<file path="src/rtl/irq_sense_pkg.sv">
package irq_sense_pkg;

    localparam int SENSE_W    = 2;
    localparam int REG_ADDR_W = 2;

    typedef enum logic [SENSE_W-1:0] {
        SENSE_LOW  = 2'b00,
        SENSE_FALL = 2'b01,
        SENSE_RISE = 2'b10,
        SENSE_BOTH = 2'b11
    } sense_e;

    typedef enum logic [REG_ADDR_W-1:0] {
        REG_CODES  = 2'd0,
        REG_EVENTS = 2'd1,
        REG_ENABLE = 2'd2,
        REG_SPARE  = 2'd3
    } reg_sel_e;

    typedef struct packed {
        sense_e mode;
        logic   enable;
        logic   clr;
        logic   chg;
    } pin_ctl_t;

    function automatic logic is_edge_mode(input sense_e m);
        return m != SENSE_LOW;
    endfunction

    function automatic logic sense_hit(input sense_e m, input logic cur, input logic prv);
        logic rise;
        logic fall;
        rise = cur & ~prv;
        fall = ~cur & prv;
        case (m)
            SENSE_FALL: return fall;
            SENSE_RISE: return rise;
            SENSE_BOTH: return rise | fall;
            default:    return 1'b0;
        endcase
    endfunction

endpackage

</file>
<file path="src/rtl/irq_sense_sync.sv">
module irq_sense_sync #(
    parameter int   WIDTH     = 8,
    parameter int   STAGES    = 2,
    parameter logic RESET_VAL = 1'b1
) (
    input  logic             clk,
    input  logic             clr,
    input  logic [WIDTH-1:0] d,
    output logic [WIDTH-1:0] q
);

    logic [STAGES-1:0][WIDTH-1:0] stg;

    always_ff @(posedge clk) begin
        if (clr) begin
            stg <= {(STAGES*WIDTH){RESET_VAL}};
        end else begin
            stg[0] <= d;
            for (int k = 1; k < STAGES; k++) begin
                stg[k] <= stg[k-1];
            end
        end
    end

    assign q = stg[STAGES-1];

endmodule

</file>
<file path="src/rtl/irq_sense_regs.sv">
module irq_sense_regs
    import irq_sense_pkg::*;
#(
    parameter int NUM_PINS = 8
) (
    input  logic                                clk,
    input  logic                                clr_all,
    input  logic                                bus_sel,
    input  logic                                bus_wr,
    input  logic [REG_ADDR_W-1:0]               bus_addr,
    input  logic [SENSE_W*NUM_PINS-1:0]         bus_wdata,
    input  logic [NUM_PINS-1:0]                 flags,
    output logic [SENSE_W*NUM_PINS-1:0]         bus_rdata,
    output pin_ctl_t [NUM_PINS-1:0]             ctl,
    output logic [SENSE_W*NUM_PINS-1:0]         codes_q,
    output logic [NUM_PINS-1:0]                 ena_q
);

    localparam int DATA_W = SENSE_W * NUM_PINS;

    reg_sel_e sel;
    logic     wr_codes;
    logic     wr_events;
    logic     wr_enable;

    assign sel       = reg_sel_e'(bus_addr);
    assign wr_codes  = bus_sel & bus_wr & (sel == REG_CODES);
    assign wr_events = bus_sel & bus_wr & (sel == REG_EVENTS);
    assign wr_enable = bus_sel & bus_wr & (sel == REG_ENABLE);

    always_ff @(posedge clk) begin
        if (clr_all) begin
            codes_q <= '0;
            ena_q   <= '0;
        end else begin
            if (wr_codes) begin
                codes_q <= bus_wdata;
            end
            if (wr_enable) begin
                ena_q <= bus_wdata[NUM_PINS-1:0];
            end
        end
    end

    always_comb begin
        for (int i = 0; i < NUM_PINS; i++) begin
            ctl[i].mode   = sense_e'(codes_q[SENSE_W*i +: SENSE_W]);
            ctl[i].enable = ena_q[i];
            ctl[i].clr    = wr_events & bus_wdata[i];
            ctl[i].chg    = wr_codes &
                            (bus_wdata[SENSE_W*i +: SENSE_W] != codes_q[SENSE_W*i +: SENSE_W]);
        end
    end

    always_comb begin
        bus_rdata = '0;
        if (bus_sel) begin
            case (sel)
                REG_CODES:  bus_rdata = codes_q;
                REG_EVENTS: bus_rdata[NUM_PINS-1:0] = flags;
                REG_ENABLE: bus_rdata[NUM_PINS-1:0] = ena_q;
                default:    bus_rdata = '0;
            endcase
        end
    end

    logic [DATA_W-1:0] unused_width_probe;
    assign unused_width_probe = '0;

endmodule

</file>
<file path="src/rtl/irq_sense_detect.sv">
module irq_sense_detect
    import irq_sense_pkg::*;
#(
    parameter logic IDLE_LEVEL = 1'b1
) (
    input  logic     clk,
    input  logic     clr,
    input  logic     pin_s,
    input  pin_ctl_t ctl,
    output logic     flag,
    output logic     req
);

    logic prev_q;
    logic armed_q;
    logic event_hit;

    assign event_hit = armed_q & is_edge_mode(ctl.mode) & sense_hit(ctl.mode, pin_s, prev_q);

    always_ff @(posedge clk) begin
        if (clr) begin
            prev_q  <= IDLE_LEVEL;
            armed_q <= 1'b0;
            flag    <= 1'b0;
        end else begin
            prev_q  <= pin_s;
            armed_q <= ~ctl.chg;
            if (ctl.chg) begin
                flag <= 1'b0;
            end else if (event_hit) begin
                flag <= 1'b1;
            end else if (ctl.clr) begin
                flag <= 1'b0;
            end
        end
    end

    always_comb begin
        if (ctl.mode == SENSE_LOW) begin
            req = ctl.enable & ~pin_s;
        end else begin
            req = ctl.enable & flag;
        end
    end

endmodule

</file>
<file path="src/rtl/irq_sense_unit.sv">
module irq_sense_unit
    import irq_sense_pkg::*;
#(
    parameter int NUM_PINS    = 8,
    parameter int SYNC_STAGES = 2
) (
    input  logic                        clk,
    input  logic                        rst,
    input  logic                        hw_stby,
    input  logic [NUM_PINS-1:0]         irq_pin,
    input  logic                        bus_sel,
    input  logic                        bus_wr,
    input  logic [REG_ADDR_W-1:0]       bus_addr,
    input  logic [SENSE_W*NUM_PINS-1:0] bus_wdata,
    output logic [SENSE_W*NUM_PINS-1:0] bus_rdata,
    output logic [NUM_PINS-1:0]         irq_req
);

    localparam int   DATA_W     = SENSE_W * NUM_PINS;
    localparam logic IDLE_LEVEL = 1'b1;

    logic                  clr_all;
    logic [NUM_PINS-1:0]   pin_s;
    logic [NUM_PINS-1:0]   flags;
    logic [DATA_W-1:0]     codes_q;
    logic [NUM_PINS-1:0]   ena_q;
    logic [NUM_PINS-1:0]   clr_vec;
    logic [NUM_PINS-1:0]   chg_vec;
    pin_ctl_t [NUM_PINS-1:0] ctl;

    assign clr_all = rst | hw_stby;

    irq_sense_sync #(
        .WIDTH     (NUM_PINS),
        .STAGES    (SYNC_STAGES),
        .RESET_VAL (IDLE_LEVEL)
    ) u_sync (
        .clk (clk),
        .clr (clr_all),
        .d   (irq_pin),
        .q   (pin_s)
    );

    irq_sense_regs #(
        .NUM_PINS (NUM_PINS)
    ) u_regs (
        .clk       (clk),
        .clr_all   (clr_all),
        .bus_sel   (bus_sel),
        .bus_wr    (bus_wr),
        .bus_addr  (bus_addr),
        .bus_wdata (bus_wdata),
        .flags     (flags),
        .bus_rdata (bus_rdata),
        .ctl       (ctl),
        .codes_q   (codes_q),
        .ena_q     (ena_q)
    );

    for (genvar i = 0; i < NUM_PINS; i++) begin : g_pin
        irq_sense_detect #(
            .IDLE_LEVEL (IDLE_LEVEL)
        ) u_det (
            .clk   (clk),
            .clr   (clr_all),
            .pin_s (pin_s[i]),
            .ctl   (ctl[i]),
            .flag  (flags[i]),
            .req   (irq_req[i])
        );
        assign clr_vec[i] = ctl[i].clr;
        assign chg_vec[i] = ctl[i].chg;
    end

endmodule

</file>
<file path="config.mk">
export PLATFORM = sky130hd
export DESIGN_NAME = irq_sense_unit
export DESIGN_NICKNAME = d
export VERILOG_FILES = /design/src/rtl/irq_sense_pkg.sv /design/src/rtl/irq_sense_sync.sv /design/src/rtl/irq_sense_regs.sv /design/src/rtl/irq_sense_detect.sv /design/src/rtl/irq_sense_unit.sv
export SDC_FILE = /design/constraint.sdc
export NUM_CORES = 1
export LEC_CHECK = 0
export ABC_AREA = 1
export BUFFER_PORTS_ARGS = -buffer_cell sky130_fd_sc_hd__buf_2
export CORE_MARGIN = 4
export CORE_UTILIZATION = 40
export CTS_BUF_LIST = sky130_fd_sc_hd__clkbuf_8
export DETAILED_ROUTE_END_ITERATION = 7
export HOLD_SLACK_MARGIN = 0.02
export PLACE_DENSITY = 0.59
export SETUP_SLACK_MARGIN = 0.2
export SYNTH_ARGS = -nofsm -noshare
export SYNTH_HDL_FRONTEND = slang
export SYNTH_SLANG_ARGS = --single-unit
</file>
<file path="constraint.sdc">
create_clock -name clk -period 1 [get_ports clk]
set_input_delay 0.05 -clock clk [delete_from_list [all_inputs] [get_ports clk]]
set_output_delay 0.05 -clock clk [all_outputs]
set_load 0.05 [all_outputs]
</file>
=== Word level (Yosys, flattened, before mapping) ===
Index checks and enable logic that the tools add are counted.

* Word-level logic and storage cells: 231
* Register bits: 64
* Output and inout port bits: 24
* Input bits: 31

* Reduce and logical (&&, ||, !) cells: 33
* Equality and inequality tests: 34
* Bitwise gates (word level): 101
* Multiplexer cells: 35

{| class="wikitable"
|+ Operators by type and width
! operator !! count
|-
| $and 1x1->1 || 68
|-
| $eq 2x2->1 const B || 17
|-
| $reduce_bool 2->1 || 16
|-
| $mux 1 || 24
|-
| $not 1->1 || 24
|-
| $pmux 1 s3 || 8
|-
| $pmux 8 s3 || 1
|-
| $eq 2x1->1 const B || 9
|-
| $logic_not 2->1 || 9
|-
| $mux 16 || 1
|-
| $ne 2x2->1 || 8
|-
| $reduce_or 2->1 || 8
|-
| $or 1x1->1 || 9
|-
| $mux 8 || 1
|}

=== Longest topological paths before layout ===
* Word-level depth: 6
* Mapped depth: 9

=== Cells and area by module ===
A second synthesis with hierarchy kept.

* Cell total of the unflattened synthesis: 554
* Area, all modules: 3686.0 um2

{| class="wikitable"
|+ By module, submodules not included
! module !! cells an instance !! area each (um2) !! times used
|-
| irq_sense_regs || 301 || 1778.0 || 1
|-
| irq_sense_detect || 24 || 172.7 || 8
|-
| irq_sense_sync || 58 || 515.5 || 1
|-
| irq_sense_unit || 3 || 11.3 || 1
|}

=== Worst setup path before layout ===
OpenSTA, ideal clock, no wires.

* Kind: input to output
* From: input bus_addr[1]
* To: output bus_rdata[10]
* Data required time: 0.950 ns
* Data arrival time: 1.547 ns
* Path buffers: 2
* Stages: 5
* Slack: -0.597 ns
* Path through: buf_6 -> nor2_4 -> inv_2 -> buf_6 -> nor3_1

* Cells in the longest elaborated chain, start to end: 3

{| class="wikitable"
|+ Ends and longest elaborated chain
! what !! RTL line !! text
|-
| start, declared || irq_sense_unit.sv:13 || <nowiki>input logic [REG_ADDR_W-1:0] bus_addr,</nowiki>
|-
| $logic_not 2->1 || irq_sense_regs.sv:58 || <nowiki>case (sel)</nowiki>
|-
| $mux 8 || irq_sense_regs.sv:58 ||
|-
| $mux 16 || irq_sense_regs.sv:57 || <nowiki>if (bus_sel) begin</nowiki>
|-
| end, declared || irq_sense_unit.sv:15 || <nowiki>output logic [SENSE_W*NUM_PINS-1:0] bus_rdata,</nowiki>
|}

Every way passes these cells.

=== Worst setup path in the final report ===
* From: register u_regs.codes_q[2]
* To: output bus_rdata[2]

* Cells in the longest elaborated chain, start to end: 2

{| class="wikitable"
|+ Ends and longest elaborated chain
! what !! RTL line !! text
|-
| start, declared || irq_sense_regs.sv:15 || <nowiki>output logic [SENSE_W*NUM_PINS-1:0] codes_q,</nowiki>
|-
| start signal, assigned || irq_sense_regs.sv:37 || <nowiki>codes_q <= bus_wdata;</nowiki>
|-
| $pmux 8 s3 || irq_sense_regs.sv:58 ||
|-
| $mux 16 || irq_sense_regs.sv:57 ||
|}

Every way passes these cells.

==> metrics <==
share of cells above drive strength 1=0.562; Post-Synthesis Cell Area=3310 sq um; warning count from the yosys run=0; WL final=9780 um; gp weighted congestion=roughly 0.87; 1st-pass router iterations=4; Row Count=32; HP Start=bus_wdata[1]; first-pass GRT wire length=15200 um; Rel. slew slack=0.852; outcome=complete, but fails checks; skew final=about 0.0055 ns; minimum clock period=1.33 ns; PnR worst setup slack=-0.333 ns; DR DRC count=0; root buf cell=clkbuf_8; clk slew on worst S/H paths=0.07 ns; I/O pin cnt=55; initial antenna violation count=0; Clock Tree Buf Depth=2; mean post-synth cell area=7.16 sq um; RSZ-0062 raised after global routing=yes; die width=99.0 um; Final TNS setup=-7.20 ns; Hold EP=u_regs.ena_q[1]; f_max=750 MHz; worst slew pin tran=0.222 ns; worst vdd ir=0.931 mV; nets=about 660; H-tree depth=3; Syn Inst Count=~460; placed cell count=650; Worst Reg-to-Reg Cells=9; Final Non-Filler Cells=719; syn_nets=510; Pwr Density=1070 nW/um^2; Buffers on Ports=54; Arr. time, crit path=1.28 ns; flop2flop setup slack=-0.09 ns; worst hold path class=primary input to flip-flop; GRT overflow=0; Clock Latency Late Sink=0.35 ns; critical path class=flip-flop to output port; CP Max Fanout=4; P_leak=2.38 nW; violated checks=negative setup slack; DR iter-0 viols=132; Reg-to-Reg Start=u_regs.codes_q[0]; Max Slew Vio Count=0; Fillers=604; Num CTS Buffers=9; Worst EP required=0.95 ns; total die area=9810 sq um; Final Setup Violations=36; WHS Path Cells=3; post-synthesis sequential area ratio=0.387; Final HPWL DP=6200 um; period utilization=1.33; share of the synthesized area in the top cell type=0.387; CTS tree=yes; largest net degree at the start of global routing=41; gr usage total=0.190; CP startpoint kind=flip-flop; Area contributors post-synth=dfxtp_1 (39%), nand2_1 (14%), inv_1 (8.4%); Initial Util=0.420; vias per cell=4.77; DR WL/cell=around 14 um; synthesis-to-finish area growth=66.1%; Hold Fails Final Rpt=0; Max-Cap Viols=0; Post-DRT Antenna Nets=0; reg2reg end=g_pin[0].u_det.flag; Yosys reg bits=between 60 and 70; ANT cells=0; Synth area leader=dfxtp_1; Distinct cells, synth=26; CP Launch Point=u_regs.codes_q[2]; core area=7890 sq um; CTS sink count=64; Via Count=around 3.4k; CP endpoint kind=output port; Die H=99.0 um; vias in the first global route=3253
## synth_stat cells
library cell and n:
buf_2 1, nor2_2 1, nor3_1 8, buf_6 6, clkinv_1 1, ha_1 16, a21boi_0 8, nand3_1 24
nand2_1 120, clkbuf_1 4, buf_4 9, o21ai_0 28, nor2_4 3, inv_1 74, buf_1 1, o211ai_1 6
a21oi_1 28, nand2_4 3, or2_2 16, o21ai_1 4, o211ai_2 2, inv_4 1, inv_2 3, nor2_1 24
xnor2_1 8, dfxtp_1 64
## metal layers
layer	share of wire	global-route usage
met4	0.015	0.0420
met1	0.44	0.250
met3	0.057	0.0481
met2	0.49	0.313
met5	0	0
## cells by family (layout without fill, tap and decap cells)
family,count (synthesis),count (layout),share of synthesized area
buffers and inverters,100,254,0.138
adder cells (fa/ha/maj),16,16,0.0604
AO/OA/AOI/OAI,76,76,0.130
XOR/XNOR,8,8,0.0211
AND/OR/NAND/NOR,199,199,0.264
flip-flops,64,64,0.387
## cells in the final DEF, fill, tap and decap left out, types with 3 or more instances in the layout
cell type | synthesis | layout
nand3_1 | 24 | 19
buf_8 | 0 | 8
nand2_4 | 3 | 3
buf_2 | 1 | 30
clkinvlp_4 | 0 | 10
dlygate4sd3_1 | 0 | 21
inv_4 | 1 | 11
nand3_2 | 0 | 5
nor3_4 | 0 | 8
dfxtp_2 | 0 | 21
nor2_2 | 1 | 4
nor2_4 | 3 | 9
xnor2_1 | 8 | 6
nand2_1 | 120 | 96
nand2_2 | 0 | 24
a21oi_2 | 0 | 9
o21ai_0 | 28 | 8
or2_2 | 16 | 16
dfxtp_1 | 64 | 26
buf_6 | 6 | 36
o21ai_2 | 0 | 4
ha_4 | 0 | 12
inv_1 | 74 | 25
a21oi_1 | 28 | 19
inv_2 | 3 | 32
o211ai_1 | 6 | 6
nor2_1 | 24 | 15
buf_4 | 9 | 63
o21ai_1 | 4 | 20
inv_6 | 0 | 3
dfxtp_4 | 0 | 17
a21boi_2 | 0 | 3
ha_1 | 16 | 4
a21boi_1 | 0 | 5
clkbuf_8 | 0 | 10
## worst max-delay path, stage by stage (launching register included)
cell	delay, ns
dfxtp_4	0.38
inv_2	0.05
o211ai_1	0.16
nand2_1	0.11
clkinvlp_4	0.09
buf_8	0.13
## stage by stage
stage	setup WS (ns)	util	total power, mW	cell area (sq um)	hold slack [ns]
floorplan	-0.0142	-	3.00	3510	0.157
global placement	-0.0981	0.524	3.21	4130	0.235
detailed placement	-0.110	0.524	3.22	4130	0.238
CTS	-0.340	0.644	5.84	5080	0.0243
global route	-0.396	0.698	6.09	5510	0.0373
finish	-0.333	0.698	5.87	5510	0.0359
## registers in the layout, indices dropped and copies added, names as in the netlist
name	cells
g_pin.u_det.armed_q	8
u_regs.ena_q	8
u_regs.codes_q	16
g_pin.u_det.flag	8
u_sync.q	8
g_pin.u_det.prev_q	8
u_sync.stg	8
## worst max path at each step
stage | to | slack (ns) | depth (start not counted)
2_1_floorplan | bus_rdata[10] | -0.01 | 3
3_3_place_gp | bus_rdata[2] | -0.1 | 9
3_5_place_dp | g_pin[3].u_det.flag | -0.11 | 8
4_1_cts | bus_rdata[5] | -0.34 | 5
5_1_grt | bus_rdata[5] | -0.40 | 5
6_report | bus_rdata[2] | -0.33 | 5
## timing repair
| action | 4_1_cts | 5_1_grt |
|---|---|---|
| gates resized for setup | 136 | 96 |
| endpoints found under the hold margin | 21 | 0 |
| buffers inserted | 15 | 17 |
| pin swaps | 43 | 48 |
| hold buffers | 21 | 0 |
| endpoints found under the setup margin | 40 | 43 |
## report_power, final
| part | leakage [nW] | switching [mW] | internal (mW) | total, mW |
|---|---|---|---|---|
| sequential | 0.529 | 0.0368 | 2.56 | 2.60 |
| clock | 0.109 | 1.09 | 1.48 | 2.57 |
| combinational | 1.75 | 0.371 | 0.330 | 0.701 |
## cell type report
class | count | area (sq um) | area share
Sequential cell | 64 | 1370 | 0.249
Inverter | 79 | 369 | 0.0670
Tap cell | 102 | 128 | 0.0232
Multi-Input combinational cell | 299 | 2030 | 0.368
Clock inverter | 6 | 92.6 | 0.0168
Timing Repair Buffer | 159 | 1380 | 0.250
Clock buffer | 10 | 138 | 0.0250
No activity file was read; power rests on OpenSTA's default activity.
